===== src/rtl/hsk_out_pkg.sv =====
// Shared constants for the strobed output handshake port.
// Assumes an 8-bit status port whose bit positions are fixed by behaviour.
package hsk_out_pkg;
    localparam int NUM_CH   = 2;
    localparam int PC_W     = 8;

    // Write bus select values
    typedef enum logic [1:0] {
        SEL_A    = 2'd0,
        SEL_B    = 2'd1,
        SEL_PC   = 2'd2,
        SEL_CTRL = 2'd3
    } wr_sel_e;

    // Status-port bit positions
    localparam int PC_OBF_A  = 7;
    localparam int PC_INTE_A = 6;
    localparam int PC_SPR_HI = 5;
    localparam int PC_SPR_LO = 4;
    localparam int PC_INTR_A = 3;
    localparam int PC_INTE_B = 2;
    localparam int PC_OBF_B  = 1;
    localparam int PC_INTR_B = 0;

    // Control byte fields
    localparam int CW_MODE   = 7;
    localparam int CW_SEL_HI = 3;
    localparam int CW_SEL_LO = 1;
    localparam int CW_VAL    = 0;

    // Status-port bit holding the interrupt enable of a channel
    function automatic int inte_bit(input int ch);
        return (ch == 0) ? PC_INTE_A : PC_INTE_B;
    endfunction
endpackage


===== src/rtl/hsk_ack_sync.sv =====
// Synchronizer and edge detector for one asynchronous active-low acknowledge.
// Assumes the input is idle high and each level lasts longer than STAGES+1 clocks.
module hsk_ack_sync #(
    parameter int STAGES = 2
) (
    input  logic clk,
    input  logic rst_n,
    input  logic ack_n_async,
    output logic ack_fall,
    output logic ack_rise
);
    logic [STAGES-1:0] chain;
    logic              prev;
    logic              synced;

    assign synced = chain[STAGES-1];

    // First stage samples the raw pin
    always_ff @(posedge clk) begin
        if (!rst_n) chain[0] <= 1'b1;
        else        chain[0] <= ack_n_async;
    end

    // Remaining stages shift the sample along
    generate
        for (genvar s = 1; s < STAGES; s++) begin : g_stage
            always_ff @(posedge clk) begin
                if (!rst_n) chain[s] <= 1'b1;
                else        chain[s] <= chain[s-1];
            end
        end
    endgenerate

    // Previous synced level for edge detection
    always_ff @(posedge clk) begin
        if (!rst_n) prev <= 1'b1;
        else        prev <= synced;
    end

    assign ack_fall = prev & ~synced;
    assign ack_rise = ~prev & synced;
endmodule


===== src/rtl/hsk_out_channel.sv =====
// One output channel: data latch, buffer-full flag, interrupt enable and request.
// Assumes wr is a single-cycle strobe and ack edges come from hsk_ack_sync.
module hsk_out_channel #(
    parameter int DATA_W      = 8,
    parameter int SYNC_STAGES = 2
) (
    input  logic              clk,
    input  logic              rst_n,
    input  logic              wr,
    input  logic [DATA_W-1:0] wr_data,
    input  logic              ack_n,
    input  logic              inte_we,
    input  logic              inte_val,
    output logic [DATA_W-1:0] data_out,
    output logic              obf_n,
    output logic              intr,
    output logic              inte
);
    logic ack_fall;
    logic ack_rise;
    logic taken;

    hsk_ack_sync #(.STAGES(SYNC_STAGES)) i_sync (
        .clk         (clk),
        .rst_n       (rst_n),
        .ack_n_async (ack_n),
        .ack_fall    (ack_fall),
        .ack_rise    (ack_rise)
    );

    // Interrupt enable, changed only by bit set/reset writes
    always_ff @(posedge clk) begin
        if (!rst_n)       inte <= 1'b0;
        else if (inte_we) inte <= inte_val;
    end

    // Data latch loads on every channel write
    always_ff @(posedge clk) begin
        if (!rst_n)  data_out <= '0;
        else if (wr) data_out <= wr_data;
    end

    // Handshake state: write arms, acknowledge fall releases, rise requests
    always_ff @(posedge clk) begin
        if (!rst_n) begin
            obf_n <= 1'b1;
            taken <= 1'b0;
            intr  <= 1'b0;
        end else begin
            if (wr) begin
                obf_n <= 1'b0;
                taken <= 1'b0;
                intr  <= 1'b0;
            end else begin
                if (ack_fall && !obf_n) begin
                    obf_n <= 1'b1;
                    taken <= 1'b1;
                end
                if (ack_rise && taken) begin
                    taken <= 1'b0;
                    if (inte) intr <= 1'b1;
                end
            end
            if (inte_we && !inte_val) intr <= 1'b0;
        end
    end
endmodule


===== src/rtl/hsk_bus_decode.sv =====
// Decodes the CPU write bus into channel writes, enable updates and spare bits.
// Assumes wr_en is a single-cycle strobe; mode bytes (bit 7 set) are discarded.
module hsk_bus_decode
    import hsk_out_pkg::*;
(
    input  logic              clk,
    input  logic              rst_n,
    input  logic              wr_en,
    input  logic [1:0]        wr_sel,
    input  logic [PC_W-1:0]   wr_data,
    output logic [NUM_CH-1:0] ch_wr,
    output logic [NUM_CH-1:0] inte_we,
    output logic              inte_val,
    output logic [1:0]        spare
);
    localparam int BIT_SEL_W = CW_SEL_HI - CW_SEL_LO + 1;

    logic                 bsr_wr;
    logic [BIT_SEL_W-1:0] bsr_bit;

    assign bsr_wr   = wr_en && (wr_sel == SEL_CTRL) && !wr_data[CW_MODE];
    assign bsr_bit  = wr_data[CW_SEL_HI:CW_SEL_LO];
    assign inte_val = wr_data[CW_VAL];

    // Channel data writes and enable strobes
    generate
        for (genvar c = 0; c < NUM_CH; c++) begin : g_ch
            assign ch_wr[c]   = wr_en && (wr_sel == 2'(c));
            assign inte_we[c] = bsr_wr && (bsr_bit == BIT_SEL_W'(inte_bit(c)));
        end
    endgenerate

    // Spare bits: whole-port write or single-bit set/reset
    always_ff @(posedge clk) begin
        if (!rst_n) begin
            spare <= 2'b00;
        end else if (wr_en && (wr_sel == SEL_PC)) begin
            spare <= wr_data[PC_SPR_HI:PC_SPR_LO];
        end else if (bsr_wr && (bsr_bit == BIT_SEL_W'(PC_SPR_LO))) begin
            spare[0] <= wr_data[CW_VAL];
        end else if (bsr_wr && (bsr_bit == BIT_SEL_W'(PC_SPR_HI))) begin
            spare[1] <= wr_data[CW_VAL];
        end
    end
endmodule


===== src/rtl/hsk_out_port.sv =====
// Two strobed output handshake channels sharing one CPU write bus and a status view.
// Assumes acknowledges are asynchronous, idle high, and wr_en is one cycle per write.
module hsk_out_port
    import hsk_out_pkg::*;
#(
    parameter int DATA_W      = 8,
    parameter int SYNC_STAGES = 2
) (
    input  logic              clk,
    input  logic              rst_n,
    input  logic              wr_en,
    input  logic [1:0]        wr_sel,
    input  logic [PC_W-1:0]   wr_data,
    input  logic              ack_a_n,
    input  logic              ack_b_n,
    output logic [DATA_W-1:0] data_a,
    output logic [DATA_W-1:0] data_b,
    output logic              obf_a_n,
    output logic              obf_b_n,
    output logic              intr_a,
    output logic              intr_b,
    output logic [1:0]        spare_out,
    output logic [PC_W-1:0]   status
);
    logic [NUM_CH-1:0]             ch_wr;
    logic [NUM_CH-1:0]             inte_we;
    logic                          inte_val;
    logic [NUM_CH-1:0]             ack_n;
    logic [NUM_CH-1:0][DATA_W-1:0] dout;
    logic [NUM_CH-1:0]             obf_n;
    logic [NUM_CH-1:0]             intr;
    logic [NUM_CH-1:0]             inte;

    hsk_bus_decode i_dec (
        .clk      (clk),
        .rst_n    (rst_n),
        .wr_en    (wr_en),
        .wr_sel   (wr_sel),
        .wr_data  (wr_data),
        .ch_wr    (ch_wr),
        .inte_we  (inte_we),
        .inte_val (inte_val),
        .spare    (spare_out)
    );

    assign ack_n = {ack_b_n, ack_a_n};

    // One handshake channel per port
    generate
        for (genvar c = 0; c < NUM_CH; c++) begin : g_chan
            hsk_out_channel #(
                .DATA_W      (DATA_W),
                .SYNC_STAGES (SYNC_STAGES)
            ) i_chan (
                .clk      (clk),
                .rst_n    (rst_n),
                .wr       (ch_wr[c]),
                .wr_data  (wr_data[DATA_W-1:0]),
                .ack_n    (ack_n[c]),
                .inte_we  (inte_we[c]),
                .inte_val (inte_val),
                .data_out (dout[c]),
                .obf_n    (obf_n[c]),
                .intr     (intr[c]),
                .inte     (inte[c])
            );
        end
    endgenerate

    assign data_a  = dout[0];
    assign data_b  = dout[1];
    assign obf_a_n = obf_n[0];
    assign obf_b_n = obf_n[1];
    assign intr_a  = intr[0];
    assign intr_b  = intr[1];

    // Status view assembly
    always_comb begin
        status            = '0;
        status[PC_OBF_A]  = obf_n[0];
        status[PC_INTE_A] = inte[0];
        status[PC_SPR_HI] = spare_out[1];
        status[PC_SPR_LO] = spare_out[0];
        status[PC_INTR_A] = intr[0];
        status[PC_INTE_B] = inte[1];
        status[PC_OBF_B]  = obf_n[1];
        status[PC_INTR_B] = intr[1];
    end
endmodule


===== config.mk =====
export PLATFORM = sky130hd
export DESIGN_NAME = hsk_out_port
export DESIGN_NICKNAME = d
export VERILOG_FILES = /design/src/rtl/hsk_out_pkg.sv /design/src/rtl/hsk_ack_sync.sv /design/src/rtl/hsk_out_channel.sv /design/src/rtl/hsk_bus_decode.sv /design/src/rtl/hsk_out_port.sv
export SDC_FILE = /design/constraint.sdc
export NUM_CORES = 1
export LEC_CHECK = 0
export BUFFER_PORTS_ARGS = -buffer_cell sky130_fd_sc_hd__buf_2
export CAP_MARGIN = 10
export CORE_ASPECT_RATIO = 0.6
export CORE_MARGIN = 2
export CORE_UTILIZATION = 40
export DETAILED_ROUTE_END_ITERATION = 8
export PLACE_DENSITY_LB_ADDON = 0.3
export SKIP_CTS_REPAIR_TIMING = 1
export SLEW_MARGIN = 10
export SYNTH_ARGS = -nofsm -noshare
export SYNTH_HDL_FRONTEND = slang
export SYNTH_HIERARCHICAL = 1
export SYNTH_SLANG_ARGS = --single-unit

===== constraint.sdc =====
create_clock -name clk -period 2.85 [get_ports clk]
set_clock_uncertainty 0.05 [all_clocks]
set_input_delay 0.855 -clock clk [delete_from_list [all_inputs] [get_ports clk]]
set_output_delay 0.855 -clock clk [all_outputs]
set_load 0.05 [all_outputs]

* After elaboration in Yosys (flattened, before gate mapping)
Cells that the tools add are included.
** Word-level totals
- Flip-flop bits (word level) :: 32
- Output and inout port bits :: 30
** Operators by class
- Reductions and logical operators :: 31
- Mux-type cells :: 8
- Bitwise logic cells :: 9
- Equality and inequality tests :: 8
** Operator list (number)
- $logic_and A1 B1 Y1 :: 15
- $reduce_or A3 Y1 :: 4
- $eq A3 B3 Y1 const B :: 3
- $reduce_bool A2 Y1 :: 4
- $mux W1 :: 7
- $reduce_and A2 Y1 :: 3
- $not A1 Y1 :: 5
- $and A1 B1 Y1 :: 4
- $eq A2 B2 Y1 const B :: 2
- $logic_not A1 Y1 :: 4
- $eq A3 B2 Y1 const B :: 1
- $eq A2 B1 Y1 const B :: 1
- $logic_not A2 Y1 :: 1
- $mux W2 :: 1
- $ne A2 B1 Y1 const B :: 1

* Longest topological paths before layout
Gate-level depths: netlist (run 1).
- Depth after elaboration :: 7
- Gate-level depth with buffers :: 4

* Hierarchy
Netlist (run 1), hierarchy kept.
** By module, submodules not included
- hsk_out_channel :: seq. area each 240.2 um^2, instances 2, cells an instance 41, area an instance 462.9 um^2
- hsk_ack_sync :: seq. area each 60.1 um^2, instances 2, cells an instance 8, area an instance 91.3 um^2
- hsk_bus_decode :: seq. area each 40.0 um^2, instances 1, cells an instance 22, area an instance 178.9 um^2
- hsk_out_port :: seq. area each 0.0 um^2, instances 1, cells an instance 6, area an instance 45.0 um^2

* Least setup slack after synthesis (run 1)
OpenSTA, ideal clock, no wires.
- Kind :: reg-to-output
- Start point :: register g_chan[1].i_chan.obf_n
- End point :: output status[1]
- Setup slack :: 1.017 ns
- Stages on the path, launching flop included :: 2
- Arrival time :: 0.928 ns
- Buffers on the path :: 1
- Path through :: dfxtp_1 buf_4
** RTL lines
- start, declared :: line hsk_out_channel.sv:15 : output logic obf_n,
- start signal, assigned :: line hsk_out_channel.sv:46 : obf_n <= 1'b1;
- start signal, assigned :: line hsk_out_channel.sv:51 : obf_n <= 1'b0;
- start signal, assigned :: line hsk_out_channel.sv:56 : obf_n <= 1'b1;
- end, declared :: line hsk_out_port.sv:23 : output logic [PC_W-1:0] status
No word-level cell between the ends.

* Worst setup path after layout (run 1)
- Start point :: register g_chan[0].i_chan.obf_n
- End point :: output obf_a_n
** RTL lines
- start, declared :: line hsk_out_channel.sv:15
- start signal, assigned :: line hsk_out_channel.sv:46
- start signal, assigned :: line hsk_out_channel.sv:51
- start signal, assigned :: line hsk_out_channel.sv:56
- end, declared :: line hsk_out_port.sv:18 : output logic obf_a_n,
No word-level cell between the ends.

==> results of run 1 <==
==> area by class of cell <==
class	count	area (um^2)
well taps	45	56.3
clock inverters	2	10.0
inverters	2	7.51
multi-input cells	81	614
clock buffers	6	82.6
flip-flops and latches	32	641
fillers	330	1580
repair buffers	45	228
==> kinds of logic (layout without fill, tap and decap cells) <==
kind of cell    Yosys count  in the layout  synth area share
compound gates           12             12            0.0573
buf+inv                  13             55            0.0620
flops                    32             32             0.481
mux                      18             18             0.135
simple gates             51             51             0.265
==> power by group through the flow <==
stage / logic (uW) / clock network, uW / registers [uW]
floorplan: 56.3 / 0 / 516
global placement: 126 / 0 / 479
detailed placement: 128 / 0 / 479
CTS: 128 / 358 / 470
global route: 136 / 376 / 471
finish: 127 / 344 / 470
==> sequential cells by signal, summed over array words and instances, names as in the netlist <==
name / cells
g_chan.i_chan/data_out: 16
g_chan.i_chan/i_sync/chain: 2
g_chan.i_chan/i_sync/prev: 2
g_chan.i_chan/i_sync/synced: 2
g_chan.i_chan/inte: 2
g_chan.i_chan/intr: 2
g_chan.i_chan/obf_n: 2
g_chan.i_chan/taken: 2
i_dec/spare: 2
==> layout by cell type, fill, tap and decap left out, types with 2 or more instances in the layout <==
cell	netlist	routed
nor3_1	2	2
or3b_1	2	2
mux2i_1	18	18
nand2b_1	6	6
inv_1	2	2
dfxtp_1	32	32
nor2_1	3	3
nand3b_1	2	2
or2b_1	2	2
a21oi_2	2	2
clkinv_2	0	2
clkbuf_8	0	6
nor2b_1	24	24
buf_2	0	44
o21ai_0	5	5
nand2b_4	2	2
a31oi_1	4	4
==> how the worst max path moves through the flow <==
stage                                             start                                   endpoint  cells past startpoint
floorplan           g_chan[1].i_chan/obf_n$_SDFFE_PN1P_                                  status[1]                      1
global placement                             wr_data[7]         g_chan[1].i_chan/inte$_SDFFE_PN0P_                      5
detailed placement                            wr_sel[1]  g_chan[0].i_chan/data_out[0]$_SDFFE_PN0P_                      5
CTS                 g_chan[0].i_chan/obf_n$_SDFFE_PN1P_                                    obf_a_n                      1
global route        g_chan[0].i_chan/obf_n$_SDFFE_PN1P_                                  status[7]                      1
finish              g_chan[0].i_chan/obf_n$_SDFFE_PN1P_                                    obf_a_n                      1
==> layer usage <==
metal	GRT usage	up-vias	wire length [um]
li1	-	508	-
met1	0.174	461	1180
met2	0.235	37	1200
met3	0.0578	5	200
met4	0.0702	0	36
met5	0	-	0
==> metrics by stage <==
step                      hold WS, ps  worst slack, ps  area [um^2]
after floorplan                   336             1020         1330
after global placement            339              785         1550
after detailed placement          352              779         1550
after CTS                         372              998         1640
after global routing              393              978         1640
final                             365             1020         1640
==> results.yml, run 1 <==
logic_synthesis:
  synth_edf_count: 0
  postSynthCellCount: 126
  async_flop_share: 0
  syn_avg_cell_area_um2: 10.6
  ys_ff_latch: 32
  syn_nets: 141
  synth_top_area_cell: "dfxtp_1"
  ys_top_cells_by_area: "dfxtp_1, mux2i_1, nor2b_1"
  synth.yosys.seq_area_share: 0.481
  ys_types: 25
  synth_flop_cell: "dfxtp_1"
  synth_top_area_share: 0.481
  synth_most_common_cell: "dfxtp_1"
  synth_common_cells: "dfxtp_1, nor2b_1, mux2i_1, buf_4, nand2b_1"
  yosysWarnings: 6
  syn_area_um2: 1330
floorplan:
  chipWidth_um: 78.5
  fp-row-count: 16
  chipHeight_um: 48.7
  initial_utilization: 0.413
  die_area_um2: 3820
  core_area_um2: 3220
  io_pins: 45
routing:
  ant_nets: 0
  via_per_inst: 4.75
  initialDrtViolationCount: 16
  wl_um: 2610
  drc_errors: 0
  post_drt_wl_per_cell_um: 12.3
  num_vias: 1011
  drt-pass1-iter-count: 4
global_routing:
  grt_max_degree: 31
  antenna_found_initial: 0
  grt.total_usage: 0.147
  grt-ovfl-total: 0
  grt_pass1_vias: 930
  grt_pass1_wl_um: 4240
clock_network:
  htree_levels: 2
  cts.sinks: 32
  clk_pin_slew_ps: 60
  cts_buffers: 5
  cts_tree: "done"
  cts_max_path_buffers: 2
  clkLatencyLatePin_ps: 280
  cts_root_buffer: "clkbuf_8"
sta:
  relSlewSlack: 0.670
  tns_ps: 0
  finalCritPeriodShare: 0.643
  post-route-min-period_ps: 1830
  final-setup-viol-count: 0
  fmax_mhz: 546
  hold_violations: 0
  slew_viol_final: 0
  worst_pin_slew_ps: 495
  rsz0062_at_grt: "no"
power:
  clkPwrFrac: 0.366
  power_switching_uw: 245
  combPwrFrac: 0.135
  power_leakage_uw: 0.000682
  irDropWorstVdd_mv: 0.283
  power.total_uw: 940
  swShare: 0.261
  intPower_uw: 695
  powerDensity_nw_per_um2: 574
  seqPwrFrac: 0.499
critical_path:
  r2r_slack_ps: 1730
  worstRegToRegCells: 3
  reg2reg_to: "g_chan[0].i_chan/taken$_SDFFE_PP0P_"
  path_cells: "buf_2"
  startpoint_type: "flop"
  crit_arrival_ps: 930
  cp_top_family: "flip-flops"
  critPathCaptureType: "output pin"
  path_buf_inv: 1
  crit_type: "flop to output pin"
  critPathMaxStageDelay_ps: 370
  regToRegStartpoint: "g_chan[0].i_chan/i_sync/prev$_SDFF_PN1_"
  required_ps: 1950
  cp_slowest_cell: "dfxtp_1"
  cp_max_fo: 4
place:
  dp_cells: 205
  post-dp-hpwl_um: 2000
  portBuffers: 44
  gp_congestion: 0.704
flow_run:
  cap_violations: 0
final_layout:
  diodes: 0
  areaGrowthSynthToFinish_pct: 23.0
  final_cells: 213
  nets: 182
  fin_util: 0.509
  layout-drive-gt1-share: 0.363
worst_hold_path:
  hold_depth: 1
  hp-start: "g_chan[1].i_chan/i_sync/chain[0]$_SDFF_PN1_"
  hold_path_class: "flop to flop"
  min_to: "g_chan[1].i_chan/i_sync/synced$_SDFF_PN1_"
status:
  status: "finished clean"
Note: power is estimated with default switching activity, not from simulation.
==> run 2, diff against run 1 <==
--- a/config.mk
+++ b/config.mk
@@ -5,6 +5,7 @@
 export SDC_FILE = /design/constraint.sdc
 export NUM_CORES = 1
 export LEC_CHECK = 0
+export ABC_AREA = 1
 export BUFFER_PORTS_ARGS = -buffer_cell sky130_fd_sc_hd__buf_2
 export CAP_MARGIN = 10
 export CORE_ASPECT_RATIO = 0.6
==> constraint.sdc (replaced) <==
create_clock -name clk -period 1.65 [get_ports clk]
set_clock_uncertainty 0.05 [all_clocks]
set_input_delay 0.495 -clock clk [delete_from_list [all_inputs] [get_ports clk]]
set_output_delay 0.495 -clock clk [all_outputs]
set_load 0.05 [all_outputs]
==> run 2 against run 1 <==
Global-route usage grew 2.3 points. Critical path depth is the same. Non-clock buffer count grew 3. Core utilization is essentially flat. Final cell count grew 28%. Critical endpoint unchanged. Combinational power grew 100%. Synthesized area shrank 2.0%. Largest power group unchanged.
==> results.yml, run 2 <==
status:
  status: "finished clean"
critical_path:
  cp_max_fo: 4
  crit_arrival_ps: 940
  cp_top_family: "flip-flops"
  regToRegStartpoint: "g_chan[0].i_chan/i_sync/synced$_SDFF_PN1_"
  path_cells: "buf_2"
  crit_type: "flop to output pin"
  cp_slowest_cell: "dfxtp_1"
  reg2reg_to: "g_chan[0].i_chan/intr$_SDFFE_PP0P_"
  required_ps: 1100
  cp.depth: 1
  startpoint_type: "flop"
  critPathMaxStageDelay_ps: 380
  r2r_slack_ps: 810
  critPathCaptureType: "output pin"
  worstRegToRegCells: 6
  path_buf_inv: 1
logic_synthesis:
  postSynthCellCount: 182
  syn_area_um2: 1310
  synth_flop_cell: "dfxtp_1"
  synth_most_common_cell: "nor2_1"
  ys_types: 16
  synth_top_area_cell: "dfxtp_1"
  ys_ff_latch: 32
  synth.yosys.seq_area_share: 0.490
  async_flop_share: 0
  syn_avg_cell_area_um2: 7.18
  syn_nets: 197
  yosysWarnings: 6
  synth_edf_count: 0
  synth_top_area_share: 0.490
  ys_top_cells_by_area: "dfxtp_1, nor2_1, nand2_1"
  synth_common_cells: "nor2_1, dfxtp_1, nand2_1, inv_1, o21ai_0"
final_layout:
  layout_common_cells: "nor2_1, buf_2, dfxtp_1, nand2_1, inv_1"
  diodes: 0
  final_cells: 272
  layout-drive-gt1-share: 0.264
  largest_reg_flops: 16
  top_register: "g_chan.i_chan/data_out"
  fin_util: 0.508
  nets: 241
  layout_commonest_cell: "nor2_1"
  areaGrowthSynthToFinish_pct: 23.9
sta:
  rsz0062_at_grt: "no"
  worst_pin_slew_ps: 476
  hold_violations: 0
  relSlewSlack: 0.683
  tns_ps: 0
  post-route-min-period_ps: 1480
  finalCritPeriodShare: 0.900
  fmax_mhz: 674
  slew_viol_final: 0
  final-setup-viol-count: 0
  finalHoldWorstSlack_ps: 335
worst_hold_path:
  hold_depth: 3
  min_to: "g_chan[0].i_chan/i_sync/chain[0]$_SDFF_PN1_"
  hp-start: "ack_a_n"
  hold_path_class: "primary input to flop"
global_routing:
  grt.total_usage: 0.170
  grt_max_degree: 30
  grt-ovfl-total: 0
  grt_pass1_wl_um: 4780
  grt_pass1_vias: 1077
  antenna_found_initial: 0
power:
  power_leakage_uw: 0.000907
  swShare: 0.280
  irDropWorstVdd_mv: 0.523
  clkPwrFrac: 0.358
  power.total_uw: 1680
  seqPwrFrac: 0.488
  power_switching_uw: 471
  combPwrFrac: 0.154
  powerDensity_nw_per_um2: 1040
  intPower_uw: 1210
clock_network:
  clk_pin_slew_ps: 60
  clkLatencyLatePin_ps: 280
  cts_max_path_buffers: 2
  cts_root_buffer: "clkbuf_8"
  cts.sinks: 32
  htree_levels: 2
  cts_tree: "done"
  cts_buffers: 5
floorplan:
  core_area_um2: 3180
  initial_utilization: 0.410
  chipHeight_um: 48.3
  fp-row-count: 16
  die_area_um2: 3750
  io_pins: 45
  chipWidth_um: 77.8
place:
  dp_cells: 264
  portBuffers: 44
  gp_congestion: 0.887
  post-dp-hpwl_um: 2090
routing:
  drt-pass1-iter-count: 4
  post_drt_wl_per_cell_um: 10.4
  via_per_inst: 4.34
  drc_errors: 0
  initialDrtViolationCount: 93
  wl_um: 2820
  num_vias: 1181
  ant_nets: 0
flow_run:
  cap_violations: 0
run 2: worst max-delay path by stage:
stage | startpoint | to | slack [ps]
3_3_place_gp | wr_data[7] | g_chan[1].i_chan/intr$_SDFFE_PP0P_ | 160
4_1_cts | g_chan[0].i_chan/obf_n$_SDFFE_PN1P_ | obf_a_n | 140
2_1_floorplan | g_chan[1].i_chan/obf_n$_SDFFE_PN1P_ | status[1] | 150
5_1_grt | g_chan[1].i_chan/obf_n$_SDFFE_PN1P_ | obf_b_n | 100
6_report | g_chan[0].i_chan/obf_n$_SDFFE_PN1P_ | obf_a_n | 170
3_5_place_dp | wr_en | g_chan[1].i_chan/intr$_SDFFE_PP0P_ | 120
run 2: layer usage:
layer / track usage / vias to the layer above / part of all wire
met3: 0.0519 / 4 / 0.064
met5: 0 / - / 0
met4: 0.0750 / 0 / 0.011
met1: 0.238 / 507 / 0.55
li1: - / 639 / -
met2: 0.247 / 31 / 0.38
run 2: layout make-up:
type                    count  area (um^2)
well taps                  45         56.3
flip-flops and latches     32          641
fillers                   317         1570
inverters                  24         90.1
clock buffers               8         90.1
repair buffers             48          250
multi-input cells         115          490
run 2: through the flow:
stage          setup slack, ps  cell area [um^2]
6_report                   165              1620
5_1_grt                    104              1620
4_1_cts                    143              1620
3_5_place_dp               115              1530
3_3_place_gp               160              1530
2_1_floorplan              152              1310
run 2: cells by family after synthesis:
kind of cell | Yosys count | synth area share
simple gates | 91 | 0.278
buf+inv | 35 | 0.134
flops | 32 | 0.490
compound gates | 24 | 0.0977
run 2: power by group through the flow:
stage	combinational, uW	clock, uW	sequential, uW
floorplan	100	0	926
global placement	258	0	837
detailed placement	258	0	838
CTS	259	622	821
global route	281	659	824
finish	258	602	821
==> run 3, diff against run 2 <==
--- a/config.mk
+++ b/config.mk
@@ -13,6 +13,7 @@
 export CORE_UTILIZATION = 40
 export DETAILED_ROUTE_END_ITERATION = 8
 export PLACE_DENSITY_LB_ADDON = 0.3
+export REMOVE_ABC_BUFFERS = 1
 export SKIP_CTS_REPAIR_TIMING = 1
 export SLEW_MARGIN = 10
 export SYNTH_ARGS = -nofsm -noshare
==> constraint.sdc (replaced) <==
create_clock -name clk -period 1.5 [get_ports clk]
set_clock_uncertainty 0.05 [all_clocks]
set_input_delay 0.45 -clock clk [delete_from_list [all_inputs] [get_ports clk]]
set_output_delay 0.45 -clock clk [all_outputs]
set_load 0.05 [all_outputs]
==> run 3 against run 2 <==
Design area stayed put. Highest routed layer unchanged. Setup slack worse by 110 ps. Clock-buffer cell count is 2 lower. Register-to-register slack worse by 150 ps. First-iteration DRC count is 59% lower. Largest power group unchanged. Flip-flop and latch count stayed put.
==> results.yml, run 3 (synthesis results as in run 2) <==
critical_path:
  crit_arrival_ps: 940
  worstRegToRegCells: 6
  cp_slowest_cell: "dfxtp_1"
  path_buf_inv: 1
  startpoint_type: "flop"
  cp_top_family: "flip-flops"
  critPathCaptureType: "output pin"
  regToRegStartpoint: "g_chan[1].i_chan/i_sync/synced$_SDFF_PN1_"
  path_cells: "buf_2"
  reg2reg_to: "g_chan[1].i_chan/intr$_SDFFE_PP0P_"
  required_ps: 1000
  r2r_slack_ps: 660
  cp_max_fo: 4
  critPathMaxStageDelay_ps: 370
  crit_type: "flop to output pin"
global_routing:
  grt_pass1_wl_um: 4350
  grt_max_degree: 33
  antenna_found_initial: 0
  grt-ovfl-total: 0
  grt_pass1_vias: 951
  busiest_layer: "met2"
  gr-usage-met1: 0.214
  grt_use_met3: 0.0667
  grtUsageMet2: 0.222
  grt.total_usage: 0.160
clock_network:
  cts_max_path_buffers: 2
  cts_tree: "done"
  clk_pin_slew_ps: 60
  htree_levels: 2
  clkLatencyLatePin_ps: 280
  cts_buffers: 5
  cts.sinks: 32
  cts_root_buffer: "clkbuf_8"
routing:
  drt-pass1-iter-count: 4
  post_drt_wl_per_cell_um: 10.1
  initialDrtViolationCount: 38
  wl_um: 2740
  ant_nets: 0
  drc_errors: 0
  via_per_inst: 4.31
  num_vias: 1169
sta:
  post-route-min-period_ps: 1440
  relSlewSlack: 0.782
  tns_ps: 0
  worst_pin_slew_ps: 324
  final-setup-viol-count: 0
  hold_violations: 0
  rsz0062_at_grt: "yes"
  finalCritPeriodShare: 0.961
  fmax_mhz: 694
  slew_viol_final: 0
final_layout:
  layout-drive-gt1-share: 0.265
  layout_commonest_cell: "nor2_1"
  largest_reg_flops: 16
  layout_common_cells: "nor2_1, buf_2, dfxtp_1, nand2_1, inv_1"
  nets: 241
  areaGrowthSynthToFinish_pct: 23.9
  top_register: "g_chan.i_chan/data_out"
  fin_util: 0.508
  diodes: 0
floorplan:
  chipWidth_um: 77.8
  io_pins: 45
  core_area_um2: 3180
  initial_utilization: 0.410
  die_area_um2: 3750
  fp-row-count: 16
  chipHeight_um: 48.3
flow_run:
  cap_violations: 0
place:
  post-dp-hpwl_um: 1980
  gp_congestion: 0.755
  portBuffers: 44
status:
  status: "finished clean"
worst_hold_path:
  hold_path_class: "primary input to flop"
  hp-start: "ack_b_n"
  hold_depth: 3
  min_to: "g_chan[1].i_chan/i_sync/chain[0]$_SDFF_PN1_"
power:
  powerDensity_nw_per_um2: 1110
  power_leakage_uw: 0.000907
  irDropWorstVdd_mv: 0.573
run 3: cell count changes in the layout (fill, tap and decap cells not counted), sizes merged:
cell	previous run	this run
clkbuf	8	6
clkinv	0	1
run 3: stage by stage:
stage | instance area (um^2) | hold slack (ps) | total power [uW] | instances | setup WS, ps
6_report | 1620 | 281 | 1800 | 271 | 58.8
5_1_grt | 1620 | 280 | 1890 | 271 | -4.99
4_1_cts | 1620 | 274 | 1820 | 271 | 40.8
3_5_place_dp | 1540 | 343 | 1210 | 264 | 18.4
3_3_place_gp | 1540 | 332 | 1210 | 264 | 61.9
2_1_floorplan | 1220 | 330 | 1110 | 171 | 43.0
run 3: power by group:
part | leakage (uW) | internal [uW] | switching, uW
logic | 0.000605 | 74.4 | 211
clock network | 0.0000410 | 315 | 299
registers | 0.000262 | 886 | 17.7
run 3: layer usage:
metal	vias to the layer above	routed length, um
met3	5	195
li1	641	-
met1	490	1420
met5	-	0
met4	0	44
met2	33	1080
run 3: worst max path at each step:
stage | end | slack (ps) | cells past startpoint | startpoint
2_1_floorplan | obf_a_n | 40 | 0 | g_chan[0].i_chan/obf_n$_SDFFE_PN1P_
5_1_grt | obf_b_n | -5 | 1 | g_chan[1].i_chan/obf_n$_SDFFE_PN1P_
3_3_place_gp | g_chan[1].i_chan/intr$_SDFFE_PP0P_ | 60 | 9 | wr_data[7]
6_report | status[7] | 60 | 1 | g_chan[0].i_chan/obf_n$_SDFFE_PN1P_
4_1_cts | status[7] | 40 | 1 | g_chan[0].i_chan/obf_n$_SDFFE_PN1P_
3_5_place_dp | g_chan[1].i_chan/intr$_SDFFE_PP0P_ | 20 | 9 | wr_data[7]
run 3: area by class of cell:
cell class | instances | area [um^2]
clock buffer | 6 | 72.6
clock inverter | 1 | 5.00
fill | 331 | 1570
inverter | 24 | 90.1
multi-input combinational | 115 | 490
sequential | 32 | 641
tap | 45 | 56.3
timing repair buffer | 48 | 263
